`config.mk`:
```
export PLATFORM = sky130hd
export DESIGN_NAME = fpu_exc_status_unit
export DESIGN_NICKNAME = d
export VERILOG_FILES = /design/src/rtl/fxs_pkg.sv /design/src/rtl/fxs_flag_bank.sv /design/src/rtl/fxs_cond_codes.sv /design/src/rtl/fxs_summary.sv /design/src/rtl/fpu_exc_status_unit.sv
export SDC_FILE = /design/constraint.sdc
export NUM_CORES = 1
export LEC_CHECK = 0
export BUFFER_PORTS_ARGS = -buffer_cell sky130_fd_sc_hd__buf_2
export CAP_MARGIN = 40
export CORE_MARGIN = 4
export CORE_UTILIZATION = 43
export CTS_BUF_LIST = sky130_fd_sc_hd__clkbuf_8
export CTS_CLUSTER_DIAMETER = 80
export DETAILED_ROUTE_END_ITERATION = 8
export PLACE_DENSITY = 0.85
export SETUP_SLACK_MARGIN = 0.05
export SYNTH_ARGS = -nofsm -noshare
export SYNTH_HDL_FRONTEND = slang
export SYNTH_SLANG_ARGS = --single-unit
```
`constraint.sdc`:
```
create_clock -name clk -period 3.4 [get_ports clk]
set_input_delay 0.68 -clock clk [delete_from_list [all_inputs] [get_ports clk]]
set_output_delay 0.68 -clock clk [all_outputs]
set_load 0.03 [all_outputs]
```
`src/rtl/fxs_pkg.sv`:
```
package fxs_pkg;
   localparam int SW_W      = 16;
   localparam int NUM_EXC   = 6;
   localparam int CC_W      = 4;
   localparam int POS_IE    = 0;
   localparam int POS_PE    = 5;
   localparam int POS_SF    = 6;
   localparam int POS_ES    = 7;
   localparam int POS_C0    = 8;
   localparam int POS_C1    = 9;
   localparam int POS_C2    = 10;
   localparam int POS_TOP   = 11;
   localparam int POS_C3    = 14;
   localparam int POS_BUSY  = 15;
   localparam int CC_IDX_C1 = 1;
endpackage

```
`src/rtl/fxs_flag_bank.sv`:
```
module fxs_flag_bank #(
   parameter int NUM_EXC = 6,
   parameter int IE_IDX  = 0
) (
   input  logic               clk,
   input  logic               rst,
   input  logic               clr,
   input  logic [NUM_EXC-1:0] evt,
   input  logic               stk_fault,
   input  logic               int_err,
   output logic [NUM_EXC-1:0] flags_q,
   output logic [NUM_EXC-1:0] flags_nx,
   output logic               sf_q,
   output logic               force_q,
   output logic               force_nx
);
   logic sf_nx;

   for (genvar i = 0; i < NUM_EXC; i++) begin : g_flag
      logic from_stack;
      if (i == IE_IDX) begin : g_ie
         assign from_stack = stk_fault;
      end else begin : g_other
         assign from_stack = 1'b0;
      end
      always_comb flags_nx[i] = (flags_q[i] & ~clr) | evt[i] | int_err | from_stack;
      always_ff @(posedge clk) begin
         if (rst) flags_q[i] <= 1'b0;
         else     flags_q[i] <= flags_nx[i];
      end
   end

   always_comb begin
      sf_nx    = (sf_q & ~clr) | stk_fault;
      force_nx = (force_q & ~clr) | int_err;
   end

   always_ff @(posedge clk) begin
      if (rst) begin
         sf_q    <= 1'b0;
         force_q <= 1'b0;
      end else begin
         sf_q    <= sf_nx;
         force_q <= force_nx;
      end
   end
endmodule

```
`src/rtl/fxs_cond_codes.sv`:
```
module fxs_cond_codes #(
   parameter int CC_W   = 4,
   parameter int TOP_W  = 3,
   parameter int C1_IDX = 1
) (
   input  logic             clk,
   input  logic             rst,
   input  logic             cc_we,
   input  logic [CC_W-1:0]  cc_in,
   input  logic             c1_force,
   input  logic             c1_dir,
   input  logic             top_we,
   input  logic [TOP_W-1:0] top_in,
   output logic [CC_W-1:0]  cc_q,
   output logic [TOP_W-1:0] top_q
);
   logic [CC_W-1:0] cc_nx;

   always_comb begin
      cc_nx = cc_we ? cc_in : cc_q;
      if (c1_force) cc_nx[C1_IDX] = c1_dir;
   end

   always_ff @(posedge clk) begin
      if (rst) begin
         cc_q  <= '0;
         top_q <= '0;
      end else begin
         cc_q <= cc_nx;
         if (top_we) top_q <= top_in;
      end
   end
endmodule

```
`src/rtl/fxs_summary.sv`:
```
module fxs_summary #(
   parameter int NUM_EXC    = 6,
   parameter bit IRQ_STICKY = 1'b1
) (
   input  logic               clk,
   input  logic               rst,
   input  logic               clr,
   input  logic [NUM_EXC-1:0] flags_q,
   input  logic [NUM_EXC-1:0] flags_nx,
   input  logic               force_q,
   input  logic               force_nx,
   input  logic [NUM_EXC-1:0] mask,
   output logic               es,
   output logic               irq_q
);
   logic es_nx;
   logic irq_nx;

   always_comb begin
      es    = force_q  | (|(flags_q  & ~mask));
      es_nx = force_nx | (|(flags_nx & ~mask));
   end

   if (IRQ_STICKY) begin : g_sticky
      always_comb irq_nx = (irq_q & ~clr) | es_nx;
   end else begin : g_follow
      always_comb irq_nx = es_nx;
   end

   always_ff @(posedge clk) begin
      if (rst) irq_q <= 1'b0;
      else     irq_q <= irq_nx;
   end
endmodule

```
`src/rtl/fpu_exc_status_unit.sv`:
```
module fpu_exc_status_unit
   import fxs_pkg::*;
#(
   parameter int TOP_W      = 3,
   parameter bit IRQ_STICKY = 1'b1
) (
   input  logic        clk,
   input  logic        rst,
   input  logic [5:0]  exc_evt,
   input  logic        stk_fault,
   input  logic        c1_dir,
   input  logic        int_err,
   input  logic        clr_exc,
   input  logic [15:0] ctrl_word,
   input  logic        cc_we,
   input  logic [3:0]  cc_in,
   input  logic        top_we,
   input  logic [2:0]  top_in,
   output logic [15:0] status_word,
   output logic        irq_pend
);
   if (TOP_W != POS_C3 - POS_TOP) begin : g_bad_top
      $error("TOP_W must fill the field between the stack-top base and C3");
   end
   if (NUM_EXC != POS_SF) begin : g_bad_exc
      $error("exception flags must end just below the stack-fault bit");
   end

   logic [NUM_EXC-1:0] flags_q, flags_nx;
   logic               sf_q, force_q, force_nx, es;
   logic [CC_W-1:0]    cc_q;
   logic [TOP_W-1:0]   top_q;
   logic               unused_ctrl;

   assign unused_ctrl = ^ctrl_word[SW_W-1:NUM_EXC];

   fxs_flag_bank #(.NUM_EXC(NUM_EXC), .IE_IDX(POS_IE)) u_flags (
      .clk(clk), .rst(rst), .clr(clr_exc), .evt(exc_evt),
      .stk_fault(stk_fault), .int_err(int_err),
      .flags_q(flags_q), .flags_nx(flags_nx), .sf_q(sf_q),
      .force_q(force_q), .force_nx(force_nx)
   );

   fxs_cond_codes #(.CC_W(CC_W), .TOP_W(TOP_W), .C1_IDX(CC_IDX_C1)) u_cc (
      .clk(clk), .rst(rst), .cc_we(cc_we), .cc_in(cc_in),
      .c1_force(stk_fault | exc_evt[POS_PE]), .c1_dir(c1_dir),
      .top_we(top_we), .top_in(top_in), .cc_q(cc_q), .top_q(top_q)
   );

   fxs_summary #(.NUM_EXC(NUM_EXC), .IRQ_STICKY(IRQ_STICKY)) u_sum (
      .clk(clk), .rst(rst), .clr(clr_exc),
      .flags_q(flags_q), .flags_nx(flags_nx),
      .force_q(force_q), .force_nx(force_nx),
      .mask(ctrl_word[NUM_EXC-1:0]), .es(es), .irq_q(irq_pend)
   );

   always_comb begin
      status_word                         = '0;
      status_word[NUM_EXC-1:0]            = flags_q;
      status_word[POS_SF]                 = sf_q;
      status_word[POS_ES]                 = es;
      status_word[POS_C0]                 = cc_q[0];
      status_word[POS_C1]                 = cc_q[1];
      status_word[POS_C2]                 = cc_q[2];
      status_word[POS_TOP+TOP_W-1:POS_TOP] = top_q;
      status_word[POS_C3]                 = cc_q[3];
      status_word[POS_BUSY]               = es;
   end
endmodule

```
-- Word level (Yosys, flattened, before mapping)
Index checks and enable logic that the tools add are counted.
- flip-flop bits (word level): 16
- output and inout bits: 17
- bitwise operators: 32
- reductions and logical operators: 3
- multiplexer cells: 2
- operator list (operator ; count):
    bitwise OR 1 bit ; 19
    AND 6 bit ; 2
    OR reduction 6 bit ; 2
    AND 1 bit ; 9
    NOT 6 bit ; 1
    2-to-1 mux 2 bit ; 1
    nonzero test 2 bit ; 1
    2-to-1 mux 1 bit ; 1
    NOT 1 bit ; 1

-- Longest topological paths before layout
- depth in word-level cells: 9
- depth in mapped cells: 5
- gate-level depth less buffers: 4

-- By module
From an unflattened synthesis, not the netlist that was laid out.
- cells, all modules: 85
- area total of the unflattened synthesis: 726.9 um2
- modules (own cells, without submodules) (module ; cells an instance ; area each (um2) ; seq. area each (um2) ; times used):
    fxs_flag_bank ; 39 ; 326.6 ; 160.2 ; 1
    fxs_cond_codes ; 24 ; 260.2 ; 140.1 ; 1
    fxs_summary ; 18 ; 111.4 ; 20.0 ; 1
    fpu_exc_status_unit ; 4 ; 28.8 ; 0.0 ; 1

-- Worst setup path after synthesis
No wires, ideal clock.
- kind: input-to-output
- start: input ctrl_word[1]
- end: output status_word[15]
- slack: 1395 ps
- path buffers: 1
- required time: 2720 ps
- data arrival time: 1325 ps
- stages: 4
- path through: inv_1 a222oi_1 nand4_1 buf_4
- cells in the longest elaborated chain, start to end: 4
- ends and longest elaborated chain (element ; RTL line ; text):
    start: declaration ; fpu_exc_status_unit.sv:14 ; input logic [15:0] ctrl_word,
    NOT 6 bit ; fxs_summary.sv:20 ; es = force_q | (|(flags_q & ~mask));
    AND 6 bit ; fxs_summary.sv:20 ;
    OR reduction 6 bit ; fxs_summary.sv:20 ;
    bitwise OR 1 bit ; fxs_summary.sv:20 ;
    end: declaration ; fpu_exc_status_unit.sv:19 ; output logic [15:0] status_word,
No other way between the ends.

-- Worst setup path after layout
Same ends and word-level chain as after synthesis.

==> metrics.md <==
| Metric | Value |
|---|---|
| Status | completed |
| Compound-Gate Fraction of Synth Area | 0.181 |
| Worst setup path endpoint | status_word[15] |
| Final ANT Viol Nets | 0 |
| Crit path max-delay cell type | a222oi_1 |
| Worst R2R Start | u_flags.force_q |
| Max VDD drop | 0.341 mV |
| Fin crit share | 0.643 |
| Pre-antenna DRT Iters | 4 |
| Final Setup Violations | 0 |
| Power share of the combinational group | 0.202 |
| Reg2Reg Setup Slack | 2.23 ns |
| RSZ-0062 raised after global routing | false |
| Setup Buffers After CTS | 0 |
| Clock root buffer | clkbuf_8 |
| First-pass GRT wire length | 2530 microns |
| Vias per inst | 5.13 |
| Switching share of power | 0.277 |
| Post-DR wirelength/cell | 13.0 microns |
| Clock network fraction of design power | 0.355 |
| DRC violations left | 0 |
| Post-CTS Resized | 0 |
| Final Skew | 0.000378 ns |
| Hold WS | 0.496 ns |
| Syn avg cell area | 9.35 sq um |
| WL final | 1700 microns |
| Worst Path Arrival | 1.51 ns |
| Register area share after synthesis | 0.463 |
| Synthesized net count | 111 |
| Max cap viols | 0 |
| Mapped Area | 692 sq um |
| Reg clk slew, reported paths | 0.06 ns |
| TNS Setup | 0 ns |
| H-Tree Depth | 1 |
| Die area | 2320 sq um |
| Synth unique cells | 19 |
| CP max FO | 2 |
| Largest family of logic cells by synthesized area | compound AO/OA/AOI/OAI gates |
| Mux share of post-synthesis cell area | 0.101 |
| Slowest stage delay, CP | 0.35 ns |
| CP Class | in -> out |
| Clock sink count | 16 |
| Yosys warning count | 0 |
| Largest net degree at the start of global routing | 17 |
| Gr ovfl total | 0 |
| Post-Synth Adder-Cell Area | 0 |
| Relative slew slack | 0.779 |
| Die height | 48.1 microns |
| Vias | 667 |
| Share of cells above drive strength 1 | 0.447 |
| R2R cell count | 3 |
| Crit. End Element | output port |
| # hold bufs at CTS | 0 |
| Final net count | 152 |
| Critical Path RT | 2.72 ns |
| Sequential power share | 0.443 |
| Initial cell density of the core | 0.459 |
| Die W | 48.1 microns |
| Pins over their slew limit | 0 |
| Ant. Diodes | 0 |
| Crit. Startpoint | ctrl_word[1] |
| Iter 0 DRT Violations | 14 |
| Row cnt | 14 |
| Hold path startpoint | u_flags.sf_q |
| Initial antenna violation count | 0 |
| Met2 Use GR | 0.277 |
| Core ar. | 1510 sq um |
| Layout Cells excl Fill | 130 |
| Commonest non-fill, non-tap cell in the layout | buf_2 |
| Grt met3 use | 0.0886 |
| GP Congestion | 0.745 |
| Crit path launch type | input port |
| GR Util met1 | 0.173 |
| CTS Buf Count | 3 |
| Number of synthesized register bits | 16 |
| Global Route Usage Sum | 0.165 |
| Most frequent cells in the layout | buf_2, dfxtp_1, nor2_1, mux2i_1, a21oi_1 |
| GRT Max-Usage Layer | met2 |
| FMAX | 457 MHz |
| Critical Path, Cell by Cell | buf_2 > inv_1 > a222oi_1 > nand4_1 > buf_2 |
| IO buf count | 43 |
| Fillers | 145 |
| Final Hold Viols | 0 |
| Clock Path Buffers | 2 |
| Vias in the first global route | 637 |
| Skew-Pair Late Insertion Delay | 0.25 ns |
| Switching pwr | 0.000129 W |
| Dpl cells | 126 |
| Least-Margin Pin Slew | 0.330 ns |
| Int Power | 0.000339 W |
| Synth Area in Simple Gates | 0.163 |
| Pleak | 0.479 nW |
| CTS tree | yes |
| Crit Reg-Reg Endpoint | u_sum.irq_q |
| Finished Cell Area | 937 sq um |
| Cell area power density | 499 nW/um^2 |
| Synth-to-layout area growth | 35.4% |
| Placed Area | 882 sq um |
| Ports | 54 |
| Post-Synthesis Cells | 74 |
| Hold crit path type | reg -> reg |
| Synth Area in XOR/XNOR | 0 |
| Fin crit period | 2.19 ns |
| Cell mode on critical path | buf_2 |
per-layer routing:
metal,wire (microns),up-vias
met5,0,-
met1,673,301
li1,-,332
met3,209,3
met2,792,31
met4,21,0
sequential cells by signal, indices dropped and copies added (netlist names):
signal / cells
u_sum.irq_q: 1
u_flags.sf_q: 1
u_flags.force_q: 1
u_cc.top_q: 3
u_cc.cc_q: 4
u_flags.flags_q: 6
worst min-delay path by stage:
stage                    end  slack [ns]  cells after the start
4_1_cts         u_cc.cc_q[0]        0.50                      2
2_1_floorplan   u_flags.sf_q        0.46                      2
3_5_place_dp    u_cc.cc_q[0]        0.49                      2
6_report        u_flags.sf_q        0.50                      2
5_1_grt        u_cc.top_q[2]        0.54                      2
3_3_place_gp    u_flags.sf_q        0.46                      2
worst max-delay path: cells and delay by family:
kind | cells | cell delay [ns]
compound gates | 1 | 0.35
buf+inv | 3 | 0.33
simple gates | 1 | 0.15
Yosys cell counts (all sizes together):
library cell,n,share of area
or2,1,0.013
a31oi,1,0.0090
buf,4,0.049
clkbuf,3,0.016
mux2i,7,0.10
dfxtp,16,0.46
nand2b,4,0.036
inv,4,0.022
clkinv,1,0.0054
nor2,15,0.081
a2111oi,1,0.022
nand4,1,0.0090
a222oi,1,0.014
a21oi,7,0.056
o22a,2,0.025
nor3,1,0.024
a211oi,5,0.054
final cells by class:
type,instances,area [sq um],share of cell area
timing repair buffer,43,215,0.230
sequential,16,320,0.342
tap,16,20.0,0.0214
clock buffer,4,55.1,0.0587
multi-input combinational,46,308,0.328
inverter,5,18.8,0.0200
kinds of logic (layout without fill, tap and decap cells):
family | after synthesis | count (layout)
simple gates | 22 | 22
compound gates | 17 | 17
flops | 16 | 16
buf+inv | 12 | 52
mux | 7 | 7
power by group through the flow:
stage / registers [W] / clock network (W) / logic, W
finish: 0.000208 / 0.000166 / 0.0000943
global route: 0.000209 / 0.000182 / 0.000102
CTS: 0.000207 / 0.000170 / 0.0000951
detailed placement: 0.000211 / 0 / 0.0000947
global placement: 0.000211 / 0 / 0.0000922
floorplan: 0.000232 / 0 / 0.0000426
stage by stage:
| stage | power [W] | worst slack (ns) | utilization |
|---|---|---|---|
| floorplan | 0.000275 | 1.39 | - |
| global placement | 0.000303 | 1.21 | 0.586 |
| detailed placement | 0.000306 | 1.22 | 0.586 |
| CTS | 0.000473 | 1.22 | 0.622 |
| global route | 0.000493 | 1.19 | 0.622 |
| finish | 0.000468 | 1.21 | 0.622 |
No activity file was read; power rests on OpenSTA's default activity.
